[src/rtl/tournament_bp_pkg.sv]
package tournament_bp_pkg;
  typedef logic [1:0] ctr2_t;
  localparam ctr2_t CTR_INIT = 2'b01;

  function automatic ctr2_t sat_step(ctr2_t c, logic up);
    if (up) return (c == 2'b11) ? c : c + 2'b01;
    else    return (c == 2'b00) ? c : c - 2'b01;
  endfunction
endpackage

[src/rtl/tbp_ctr_table.sv]
module tbp_ctr_table
  import tournament_bp_pkg::*;
#(
  parameter int AW = 4
) (
  input  logic          clk,
  input  logic          rst_n,
  input  logic [AW-1:0] rd_idx,
  output logic          rd_msb,
  input  logic          upd_en,
  input  logic [AW-1:0] upd_idx,
  input  logic          upd_up,
  input  logic          clr_en,
  input  logic [AW-1:0] clr_idx
);
  localparam int DEPTH = 1 << AW;

  ctr2_t mem [DEPTH];

  always_ff @(posedge clk or negedge rst_n) begin
    if (!rst_n) begin
      for (int i = 0; i < DEPTH; i++) mem[i] <= CTR_INIT;
    end else if (clr_en) begin
      mem[clr_idx] <= CTR_INIT;
    end else if (upd_en) begin
      mem[upd_idx] <= sat_step(mem[upd_idx], upd_up);
    end
  end

  assign rd_msb = mem[rd_idx][1];

  for (genvar g = 0; g < DEPTH; g++) begin : g_chk
    a_r2_hold: assert property (@(posedge clk) disable iff (!rst_n)
      !((clr_en && clr_idx == AW'(g)) || (upd_en && upd_idx == AW'(g)))
      |=> $stable(mem[g]));
  end

  a_r2_sat_hi: assert property (@(posedge clk) disable iff (!rst_n)
    (upd_en && !clr_en && upd_up && mem[upd_idx] == 2'b11)
    |=> mem[$past(upd_idx)] == 2'b11);

  a_r2_sat_lo: assert property (@(posedge clk) disable iff (!rst_n)
    (upd_en && !clr_en && !upd_up && mem[upd_idx] == 2'b00)
    |=> mem[$past(upd_idx)] == 2'b00);
endmodule

[src/rtl/tbp_hist_reg.sv]
module tbp_hist_reg #(
  parameter int HW = 4
) (
  input  logic          clk,
  input  logic          rst_n,
  input  logic          clr,
  input  logic          shift_en,
  input  logic          bit_in,
  output logic [HW-1:0] hist_o
);
  logic [HW-1:0] hist_q;
  logic [HW:0]   shifted;

  assign shifted = {hist_q, bit_in};

  always_ff @(posedge clk or negedge rst_n) begin
    if (!rst_n)        hist_q <= '0;
    else if (clr)      hist_q <= '0;
    else if (shift_en) hist_q <= shifted[HW-1:0];
  end

  assign hist_o = hist_q;

  a_r4_shift: assert property (@(posedge clk) disable iff (!rst_n)
    (shift_en && !clr) |=> hist_o[0] == $past(bit_in));
endmodule

[src/rtl/tbp_flush_seq.sv]
module tbp_flush_seq #(
  parameter int CW = 4
) (
  input  logic          clk,
  input  logic          rst_n,
  input  logic          flush_i,
  output logic          start_o,
  output logic          busy_o,
  output logic [CW-1:0] row_o
);
  logic          busy_q;
  logic [CW-1:0] cnt_q;

  assign start_o = flush_i && !busy_q;

  always_ff @(posedge clk or negedge rst_n) begin
    if (!rst_n) begin
      busy_q <= 1'b0;
      cnt_q  <= '0;
    end else if (start_o) begin
      busy_q <= 1'b1;
      cnt_q  <= '0;
    end else if (busy_q) begin
      if (cnt_q == {CW{1'b1}}) busy_q <= 1'b0;
      cnt_q <= cnt_q + 1'b1;
    end
  end

  assign busy_o = busy_q;
  assign row_o  = cnt_q;

  a_r7_start: assert property (@(posedge clk) disable iff (!rst_n)
    (flush_i && !busy_o) |=> (busy_o && row_o == '0));

  a_r7_end: assert property (@(posedge clk) disable iff (!rst_n)
    (busy_o && row_o == {CW{1'b1}}) |=> !busy_o);
endmodule

[src/rtl/tournament_bp.sv]
module tournament_bp
  import tournament_bp_pkg::*;
#(
  parameter int IDX_W  = 4,
  parameter int HIST_W = 4
) (
  input  logic              clk,
  input  logic              rst_n,
  input  logic              flush_i,
  output logic              busy_o,
  input  logic              pq_valid_i,
  output logic              pq_ready_o,
  input  logic [IDX_W-1:0]  pq_pc_i,
  output logic              pr_taken_o,
  output logic              pr_bim_o,
  output logic              pr_glb_o,
  output logic [HIST_W-1:0] pr_hist_o,
  input  logic              up_valid_i,
  output logic              up_ready_o,
  input  logic [IDX_W-1:0]  up_pc_i,
  input  logic [HIST_W-1:0] up_hist_i,
  input  logic              up_taken_i,
  input  logic              up_bim_i,
  input  logic              up_glb_i
);
  localparam int ROW_W = (IDX_W > HIST_W) ? IDX_W : HIST_W;

  logic             busy, flush_start, up_fire, pq_fire;
  logic [ROW_W-1:0] row;
  logic [HIST_W-1:0] hist;
  logic             bim_msb, glb_msb, sel_msb, sel_upd;

  tbp_flush_seq #(.CW(ROW_W)) u_flush (
    .clk(clk), .rst_n(rst_n), .flush_i(flush_i),
    .start_o(flush_start), .busy_o(busy), .row_o(row)
  );

  assign pq_ready_o = !busy;
  assign up_ready_o = !busy && !flush_i;
  assign pq_fire    = pq_valid_i && pq_ready_o;
  assign up_fire    = up_valid_i && up_ready_o;
  assign sel_upd    = up_fire && (up_bim_i != up_glb_i);

  tbp_hist_reg #(.HW(HIST_W)) u_hist (
    .clk(clk), .rst_n(rst_n), .clr(flush_start),
    .shift_en(up_fire), .bit_in(up_taken_i), .hist_o(hist)
  );

  tbp_ctr_table #(.AW(IDX_W)) u_bim (
    .clk(clk), .rst_n(rst_n),
    .rd_idx(pq_pc_i), .rd_msb(bim_msb),
    .upd_en(up_fire), .upd_idx(up_pc_i), .upd_up(up_taken_i),
    .clr_en(busy), .clr_idx(row[IDX_W-1:0])
  );

  tbp_ctr_table #(.AW(HIST_W)) u_glb (
    .clk(clk), .rst_n(rst_n),
    .rd_idx(hist), .rd_msb(glb_msb),
    .upd_en(up_fire), .upd_idx(up_hist_i), .upd_up(up_taken_i),
    .clr_en(busy), .clr_idx(row[HIST_W-1:0])
  );

  tbp_ctr_table #(.AW(IDX_W)) u_sel (
    .clk(clk), .rst_n(rst_n),
    .rd_idx(pq_pc_i), .rd_msb(sel_msb),
    .upd_en(sel_upd), .upd_idx(up_pc_i), .upd_up(up_glb_i == up_taken_i),
    .clr_en(busy), .clr_idx(row[IDX_W-1:0])
  );

  assign busy_o     = busy;
  assign pr_hist_o  = hist;
  assign pr_bim_o   = pq_fire && bim_msb;
  assign pr_glb_o   = pq_fire && glb_msb;
  assign pr_taken_o = pq_fire && (sel_msb ? glb_msb : bim_msb);

  a_r8_closed: assert property (@(posedge clk) disable iff (!rst_n)
    busy_o |-> (!pq_ready_o && !up_ready_o && !pr_taken_o && !pr_bim_o && !pr_glb_o));

  a_r8_frozen: assert property (@(posedge clk) disable iff (!rst_n)
    busy_o |=> $stable(pr_hist_o));

  a_r5_pick: assert property (@(posedge clk) disable iff (!rst_n)
    (pr_bim_o == pr_glb_o) |-> (pr_taken_o == pr_bim_o));
endmodule

[config.mk]
export PLATFORM = sky130hd
export DESIGN_NAME = tournament_bp
export DESIGN_NICKNAME = d
export VERILOG_FILES = /design/src/rtl/tournament_bp_pkg.sv /design/src/rtl/tbp_ctr_table.sv /design/src/rtl/tbp_hist_reg.sv /design/src/rtl/tbp_flush_seq.sv /design/src/rtl/tournament_bp.sv
export SDC_FILE = /design/constraint.sdc
export NUM_CORES = 1
export LEC_CHECK = 0
export BUFFER_PORTS_ARGS = -buffer_cell sky130_fd_sc_hd__buf_2
export CAP_MARGIN = 25
export CORE_ASPECT_RATIO = 1.1
export CORE_MARGIN = 2
export CORE_UTILIZATION = 60
export DETAILED_ROUTE_END_ITERATION = 6
export PLACE_DENSITY = 0.78
export SKIP_LAST_GASP = 1
export SLEW_MARGIN = 10
export SYNTH_ARGS = -nofsm -noshare
export SYNTH_HDL_FRONTEND = slang
export SYNTH_SLANG_ARGS = --single-unit
[constraint.sdc]
create_clock -name clk -period 12.9 [get_ports clk]
set_input_delay 3.87 -clock clk [delete_from_list [all_inputs] [get_ports clk]]
set_output_delay 3.87 -clock clk [all_outputs]
set_load 0.005 [all_outputs]
==> results of run 1 <==
where the power goes:
part / leakage, uW / switching [uW] / internal (uW)
Clock: 0.000106 / 115 / 108
Sequential: 0.00127 / 80.0 / 461
Combinational: 0.00114 / 232 / 164
Total: 0.00251 / 428 / 733
per-stage QoR:
step                      hold slack, ps  power [uW]
final                                490        1160
after global routing                 537        1220
after CTS                            492        1150
after detailed placement             477         934
after global placement               459         915
after floorplan                      447         810
cells in the mapped netlist, types with 2 or more instances:
master / n / area share (%)
a211oi_1: 3 / 0.37
a21oi_1: 45 / 3.7
a221o_1: 2 / 0.33
a22o_1: 4 / 0.57
a22oi_1: 3 / 0.37
and2_1: 11 / 1.1
and3_1: 12 / 1.2
and4_1: 3 / 0.43
buf_1: 3 / 0.18
buf_2: 6 / 0.49
buf_6: 3 / 0.55
clkbuf_1: 23 / 1.4
dfrtp_1: 57 / 23
dfstp_2: 48 / 21
ha_1: 4 / 0.82
inv_1: 12 / 0.74
maj3_1: 4 / 0.65
maj3_2: 2 / 0.37
mux2i_1: 14 / 2.3
mux4_1: 3 / 1.3
mux4_2: 35 / 13
nand2_1: 60 / 3.7
nand2b_1: 6 / 0.61
nand3_1: 39 / 3.2
nand3b_1: 3 / 0.37
nand4_1: 3 / 0.31
nor2_1: 32 / 2.0
nor2b_1: 14 / 1.4
nor3_1: 25 / 2.0
nor3b_1: 2 / 0.25
o211ai_1: 2 / 0.25
o21ai_0: 68 / 5.6
o21ai_1: 9 / 0.74
o22ai_1: 2 / 0.20
o22ai_2: 4 / 0.82
o31ai_1: 4 / 0.49
or3_1: 2 / 0.20
or3b_2: 2 / 0.29
xor2_1: 3 / 0.43
placed cells by master (no fill, tap or decap), types with 6 or more instances in the layout:
cell	count
a21oi_1	45
and2_1	11
and3_1	12
buf_2	28
clkbuf_8	9
dfrtp_1	57
dfstp_2	48
inv_1	12
mux2i_1	14
mux4_2	35
nand2_1	60
nand2b_1	6
nand3_1	39
nor2_1	32
nor2b_1	14
nor3_1	25
o21ai_0	68
o21ai_1	9
layout make-up:
type / count / area, sq um / area share (%)
clock buffer: 10 / 128 / 1.97
multi-input combinational: 443 / 3200 / 49.4
inverter: 12 / 45.0 / 0.696
tap: 120 / 150 / 2.32
sequential: 105 / 2690 / 41.6
clock inverter: 6 / 82.6 / 1.28
timing repair buffer: 33 / 178 / 2.75
registers in the layout, summed over array words and instances, names as in the netlist:
| signal | flops |
|---|---|
| u_hist.hist_o | 4 |
| u_flush.busy_o | 1 |
| u_flush.row_o | 4 |
| u_sel.mem | 32 |
| u_glb.mem | 32 |
| u_bim.mem | 32 |
worst max-delay path by stage:
stage                             to  slack (ps)  cells after the start
after floorplan           pr_taken_o        3480                      5
after global placement    pr_taken_o        3570                      6
after detailed placement  pr_taken_o        3540                      6
after CTS                 pr_taken_o        3540                      6
after global routing      pr_taken_o        3480                      6
final                     pr_taken_o        3560                      6
worst max-delay path, cell delays in order:
cell and delay, ps:
buf_2 250, mux4_2 530, mux4_2 490, mux2i_1 160
nor2_1 50, buf_2 120
routing by layer:
layer | vias up | routed length [um]
met5 | - | 0
met4 | 0 | 549
met3 | 47 | 1350
met2 | 277 | 8120
met1 | 2489 | 6680
li1 | 2227 | -
cell families after synthesis:
family	after synthesis	synth area share, %
compound gates	157	15.4
xor+xnor	4	0.573
fa+ha+maj	10	1.84
buf+inv	49	3.75
flops	105	44.0
mux	52	16.5
simple gates	220	18.0
==> impl_metrics.toml, run 1 <==
[status]
status = "finished, final reports clean"

[place]
io_buffers = 29
dpl.hpwl_mm = 12.3
dp_slack_ps = 3540
place_inst = 713
gp_congestion = 0.899
place_area_sq_um = 6260

[sta]
maxSlewViolCount = 0
slew-limit-headroom_pct = 40.7
timing.setup.tns_ps = 0
tightestPinTransition_ps = 886
setup_slack_ps = 3560
fmax_ghz = 0.107
hold_viol = 0
setup_violations = 0
fin_crit_sh_pct = 72.4
rsz0062_at_grt = "no"
layout_min_cycle_time_ps = 9340
skew_ps = 4.98

[floorplan]
die_area_sq_um = 11000
die_y_um = 110
die_w_um = 100
initial_utilization_pct = 61.8
row_count = 38
core_sq_um = 9890
ioPinCount = 30

[logic_synthesis]
ys.flop_type = "dfrtp_1"
avgSynthCellArea_sq_um = 10.2
syn_nets = 621
ys_seq_elements = 105
yosys_warnings = 0
syn_area_sq_um = 6110
async_flop_share_pct = 100
synthDistinctLibCells = 59
synth_edf_count = 0
netlist_instances = 597
ys_seq_area_share_pct = 44.0

[setup_path]
cp_max_fo = 8
cp-startpoint = "pq_pc_i[0]"
cp.required_ps = 9030
crit_arrival_ps = 5470
start_kind = "input port"
critical_path.endpoint_type = "output pin"
reg2reg_slack_ps = 10100
reg2reg_depth = 6
reg2reg_from = "u_flush.busy_o$_DFF_PN0_"
r2r_end = "u_sel.mem[26]$_DFFE_PN1P_"
crit_type = "input port to output pin"

[global_route]
grt_pass1_vias = 4964
use_met1_pct = 44.7
top_usage_layer = "met2"
grt_antenna_before_repair = 0
grt_start_max_net_pins = 70
grt_use_met2_pct = 52.5
track_usage_pct = 32.6
grtUsageMet3_pct = 4.51
grt_overflow = 0
grt_pass1_wl_mm = 27.0

[clock_network]
path_clk_slew_ps = 100
cts-buffers-inserted = 9
cts.sinks = 105
ctsHoldBuffers = 0
cts_resized = 0
ctsHtreeMaxLevel = 3
cts_buffer_depth = 2
cts_tree = "built"
insertion_delay_ps = 380
postCtsSetupBuffers = 0
cts-root-buf = "clkbuf_8"

[cells_and_area]
design_area_sq_um = 6470
diodes = 0
final_layout_size_suffix_gt1_share_pct = 24.5
layoutNonFillerInstCount = 729
nFillCells = 785
area_growth_pct = 5.79
final_nets = 628
fin_util_pct = 65.4

[min_path]
hp-start = "u_bim.mem[18]$_DFFE_PN1P_"
hold_class = "flip-flop to flip-flop"
worstHoldPathCells = 2
holdPathEnd = "u_bim.mem[18]$_DFFE_PN1P_"

[drt]
drc_errors = 0
ant_nets = 0
vias_per_cell = 6.91
firstDrtPassIters = 5
wire_per_inst_um = 22.9
wl_mm = 16.7
drtIter0Drc = 469
num_vias = 5040

[pwr]
power_density_nw_per_um2 = 180
vdd_drop_max_uv = 128
p_leak_uw = 0.00251

[job]
drv_cap = 0
No activity file was read; power rests on OpenSTA's default activity.
==> run 2, diff against run 1 <==
ABC_AREA = 1   (was not set)
clock period = 9.8 ns   (was 12.9 ns; I/O delays follow)
==> run 2 against run 1 <==
Flip-flop and latch count stayed put. Via count is 60% higher. Non-clock buffer count is 1 lower. Count of clock-buffer cells in the layout is 2 higher. Largest cell class unchanged. Synthesized cell count is 100% higher. Total power is 91% higher. Register-to-register slack worse by 3700 ps. Critical path type unchanged. Design area is 23% higher. Highest routed layer unchanged. Global-route usage is 2.8 points higher.
==> impl_metrics.toml, run 2 <==
[logic_synthesis]
ys_seq_elements = 105
synth_fa_ha_area_share_pct = 0.658
synth_compound_area_share_pct = 16.0
yosysMostFrequentCell = "nand2_1"
synth_top_family_by_area = "simple AND/OR/NAND/NOR gates"
yosysTopAreaCellShare_pct = 18.8
synth.area.top_cells = "dfrtp_1 19%, nand2_1 17%, dfstp_2 17%"
async_flop_share_pct = 100
synth_edf_count = 0
yosys_warnings = 0
synth_xor_area_share_pct = 0.230
syn_area_sq_um = 7600
yosys.area.top_type = "dfrtp_1"
ys.flop_type = "dfrtp_1"
syn_nets = 1221
ys_seq_area_share_pct = 35.4
yosys.area_share.simple_pct = 36.5
synth.area.mux_share_pct = 0
netlist_instances = 1197
synth_common_cells = "347 x nand2_1, 193 x nor2_1, 139 x inv_1"
avgSynthCellArea_sq_um = 6.35
synthDistinctLibCells = 42

[setup_path]
crit_type = "input port to output pin"
critical_path.endpoint_type = "output pin"
r2r_end = "u_sel.mem[23]$_DFFE_PN0P_"
reg2reg_slack_ps = 6380
cp.required_ps = 6860
start_kind = "input port"
crit_arrival_ps = 4340
reg2reg_depth = 9
cp_max_fo = 19
reg2reg_from = "u_flush.busy_o$_DFF_PN0_"

[drt]
wl_met3_mm = 2.48
firstDrtPassIters = 6
wire_per_inst_um = 17.7
dr.max_layer_used = "met4"
ant_nets = 0
drc_errors = 0
route.met2.wl_mm = 10.8
m1WireLength_mm = 9.70
wl_mm = 24.0
num_vias = 8070
vias_per_cell = 5.96
drtIter0Drc = 852

[cells_and_area]
final_common_cell = "nand2_1"
final_cell_mix = "347 x nand2_1, 193 x nor2_1, 139 x inv_1, 88 x a21oi_1, 65 x nand3_1"
final_nets = 1215
multi_input_area_sq_um = 4060
regArea_sq_um = 2690
nFillCells = 1193
design_area_sq_um = 7950
area_growth_pct = 4.61
final_layout_size_suffix_gt1_share_pct = 10.1
diodes = 0
reg_top3 = "u_bim.mem (32), u_glb.mem (32), u_sel.mem (32)"

[job]
drv_cap = 0

[floorplan]
row_count = 43
die_w_um = 111
die_area_sq_um = 13600
core_sq_um = 12500
initial_utilization_pct = 60.9
die_y_um = 122
ioPinCount = 30

[clock_network]
insertion_delay_ps = 360
postCtsSetupBuffers = 0
cts_resized = 0
cts_buffer_depth = 2
cts-root-buf = "clkbuf_16"
cts_tree = "built"
cts-buffers-inserted = 9
ctsHtreeMaxLevel = 3
cts.sinks = 105
ctsHoldBuffers = 0
path_clk_slew_ps = 70

[sta]
timing.setup.tns_ps = 0
fmax_ghz = 0.137
tightestPinTransition_ps = 914
rsz0062_at_grt = "no"
hold_viol = 0
layout_min_cycle_time_ps = 7280
skew_ps = 9.80
maxSlewViolCount = 0
fin_crit_sh_pct = 74.3
slew-limit-headroom_pct = 38.9
setup_violations = 0
holdWs_ps = 507
setup_slack_ps = 2520

[global_route]
grt_start_max_net_pins = 78
grt_pass1_vias = 7299
grt_overflow = 0
grt_antenna_before_repair = 0
grt_pass1_wl_mm = 38.0
track_usage_pct = 35.4

[min_path]
hp-start = "u_sel.mem[22]$_DFFE_PN1P_"
worstHoldPathCells = 2
hold_class = "flip-flop to flip-flop"
holdPathEnd = "u_sel.mem[22]$_DFFE_PN1P_"

[place]
io_buffers = 29
dp_slack_ps = 2510
gp_congestion = 0.960
dpl.hpwl_mm = 16.7
place_area_sq_um = 7670

[pwr]
p_int_uw = 1210
clkPwrFrac_pct = 16.1
finalPower_uw = 2220
pwr-share-comb_pct = 44.1
power_density_nw_per_um2 = 279
vdd_drop_max_uv = 217
p_leak_uw = 0.00387
swShare_pct = 45.4
pwr-share-seq_pct = 39.8
power_switching_uw = 1010

[status]
status = "finished, final reports clean"
-- run 2: changes by cell type after synthesis, moves of 11 or more --
cell	before	now
a21oi_1	45	88
a31oi_1	1	35
and2_1	11	0
and3_1	12	0
inv_1	12	139
mux2i_1	14	0
mux4_2	35	0
nand2_1	60	347
nand3_1	39	65
nor2_1	32	193
nor2b_1	14	0
nor3_1	25	38
o211ai_1	2	13
o21ai_0	68	47
-- run 2: per-stage QoR --
stage               cells  util, %
finish               1353     63.7
floorplan            1197        -
CTS                  1353     63.7
global route         1353     63.7
detailed placement   1337     61.4
global placement     1337     61.4
-- run 2: layout make-up --
cell class	instances	area share [%]
Clock inverter	4	0.330
Tap cell	157	2.47
Sequential cell	105	33.8
Clock buffer	12	3.23
Multi-Input combinational cell	897	51.0
Inverter	146	6.96
Timing Repair Buffer	32	2.14
-- run 2: worst max path at each step --
stage / slack (ps) / depth (start not counted) / start / end
floorplan: 2770 / 9 / pq_pc_i[0] / pr_taken_o
global placement: 2510 / 8 / pq_pc_i[0] / pr_taken_o
detailed placement: 2510 / 8 / pq_pc_i[0] / pr_taken_o
CTS: 2510 / 8 / pq_pc_i[0] / pr_taken_o
global route: 2270 / 8 / pq_pc_i[0] / pr_taken_o
finish: 2520 / 8 / pq_pc_i[0] / pr_taken_o
-- run 2: cell families (layout without fill, tap and decap cells) --
kind of cell,after synthesis,in the layout
and+or+nand+nor,676,676
AOI/OAI and AO/OA,215,215
buffers and inverters,195,194
DFF,105,105
adders and majority gates,4,4
xor gates and xnor gates,2,2
-- run 2: critical path, cell delays in order --
cell and delay, ps:
buf_2 260, inv_1 250, o21ai_0 190, o21ai_0 110, o211ai_1 220, nand3_1 100
a21oi_1 140, buf_2 130
-- run 2: routing by layer --
layer / track usage [%] / vias up
met3: 6.52 / 74
met1: 47.0 / 3708
met5: 0 / -
met4: 16.4 / 0
li1: - / 3831
met2: 56.7 / 457
-- run 2: power groups by stage --
stage               clock (uW)  sequential (uW)  combinational (uW)
floorplan                    0              782                 778
global placement             0              874                 929
detailed placement           0              878                 950
CTS                        357              871                 956
global route               374              899                1090
finish                     357              882                 977
==> run 3, diff against run 2 <==
clock period = 6.9 ns   (was 9.8 ns; I/O delays follow)
==> run 3 against run 2 <==
Count of clock-buffer cells in the layout unchanged. Cell count about the same. First-iteration DRC count is 14% lower. Sequential share of layout area about the same. Critical path depth grew 2. Wire length down 2.1%. Flip-flop and latch count did not move. Via count is 2.1% lower.
==> impl_metrics.toml, run 3 (synthesis results as in run 2) <==
[setup_path]
crit_slowest_cell = "buf_2"
max_stage_delay_ps = 250
crit_arrival_ps = 3480
path_cells = "buf_2, inv_1, a21oi_1, o21ai_0, o211ai_1, nand3_1, nand2_1, nand3_1, a21oi_1, buf_2"
crit_buf_inv = 3
path_delay_family = "buffers and inverters"
crit_type = "input port to output pin"
start_kind = "input port"
critical_path.endpoint_type = "output pin"
cp_max_fo = 19
cp.required_ps = 4830

[sta]
tightestPinTransition_ps = 883
skew_ps = 8.24
layout_min_cycle_time_ps = 5550
fmax_ghz = 0.180
rsz0062_at_grt = "no"
setup_violations = 0
fin_crit_sh_pct = 80.4
slew-limit-headroom_pct = 41.1
timing.setup.tns_ps = 0
maxSlewViolCount = 0
hold_viol = 0
holdWs_ps = 514

[drt]
wl_mm = 23.5
drtIter0Drc = 735
wire_per_inst_um = 17.3
ant_nets = 0
num_vias = 7903
vias_per_cell = 5.84
firstDrtPassIters = 6
drc_errors = 0

[status]
status = "finished, final reports clean"

[floorplan]
row_count = 43
die_area_sq_um = 13600
initial_utilization_pct = 60.9
die_y_um = 122
die_w_um = 111
core_sq_um = 12500
ioPinCount = 30

[cells_and_area]
fin_util_pct = 63.7
diodes = 0
design_area_sq_um = 7950
final_cell_mix = "347 x nand2_1, 193 x nor2_1, 139 x inv_1, 88 x a21oi_1, 65 x nand3_1"
reg_top3 = "u_bim.mem (32), u_glb.mem (32), u_sel.mem (32)"
final_common_cell = "nand2_1"
final_layout_size_suffix_gt1_share_pct = 10.1
area_growth_pct = 4.58
final_nets = 1216

[pwr]
power_density_nw_per_um2 = 393
finalPower_uw = 3120
p_leak_uw = 0.00387
vdd_drop_max_uv = 218

[place]
dpl.hpwl_mm = 16.5
io_buffers = 29
place_area_sq_um = 7680
gp_congestion = 0.959

[clock_network]
insertion_delay_ps = 360
cts_resized = 0
cts-buffers-inserted = 9
ctsHtreeMaxLevel = 3
cts-root-buf = "clkbuf_16"
cts.sinks = 105
path_clk_slew_ps = 70
ctsHoldBuffers = 0
cts_tree = "built"
cts_buffer_depth = 2
postCtsSetupBuffers = 0

[global_route]
track_usage_pct = 35.3
grt_overflow = 0
grt_pass1_wl_mm = 37.8
grt_antenna_before_repair = 0
grt_pass1_vias = 7151
grt_start_max_net_pins = 69

[job]
drv_cap = 0

[min_path]
hold_class = "flip-flop to flip-flop"
==> run 3: cell types whose count changed in the layout (fill, tap and decap cells not counted) <==
cell      change
buf_4         +1
clkbuf_1      +1
clkbuf_8      -1
==> run 3: power by group <==
part	leakage, uW	switching (uW)	internal [uW]	total [uW]
registers	0.00122	301	952	1250
clock network	0.000133	246	256	502
logic	0.00251	870	500	1370
total	0.00387	1420	1710	3120
==> run 3: cell type report <==
type	instances	area [sq um]
Fill cell	1201	4530
Clock inverter	4	26.3
Multi-Input combinational cell	897	4060
Timing Repair Buffer	33	178
Inverter	146	553
Sequential cell	105	2690
Tap cell	157	196
Clock buffer	12	246
==> run 3: worst paths after layout <==
check                                                from                         to  slack [ps]  cells after the start
worst max register to register   u_flush.busy_o$_DFF_PN0_   u_sel.mem[0]$_DFFE_PN1P_        3990                     11
worst min-delay path            u_sel.mem[18]$_DFFE_PN1P_  u_sel.mem[18]$_DFFE_PN1P_         510                      2
min in group asynchronous                           rst_n   u_glb.mem[3]$_DFFE_PN0P_        1680                      1
worst min register to register  u_sel.mem[18]$_DFFE_PN1P_  u_sel.mem[18]$_DFFE_PN1P_         510                      2
max in group asynchronous                           rst_n  u_sel.mem[23]$_DFFE_PN0P_        3950                      2
worst max-delay path                           pq_pc_i[0]                 pr_taken_o        1350                     10
==> run 3: layer usage <==
metal	global-route usage (%)	routed length, um	share of wire (%)
met1	48.9	9950	42
met2	54.1	10400	44
met3	4.88	2020	8.6
met4	18.8	1070	4.6
met5	0	0	0
==> run 3: stage by stage <==
| stage | std cells | worst slack (ps) |
|---|---|---|
| detailed placement | 1338 | 1340 |
| CTS | 1354 | 1340 |
| floorplan | 1197 | 1610 |
| finish | 1354 | 1350 |
| global route | 1354 | 1160 |
| global placement | 1338 | 1350 |
==> run 3: worst min-delay path, cell delays in order (launching register included) <==
cell and delay (ps):
dfstp_2 380, nor2_1 90, a21oi_1 50
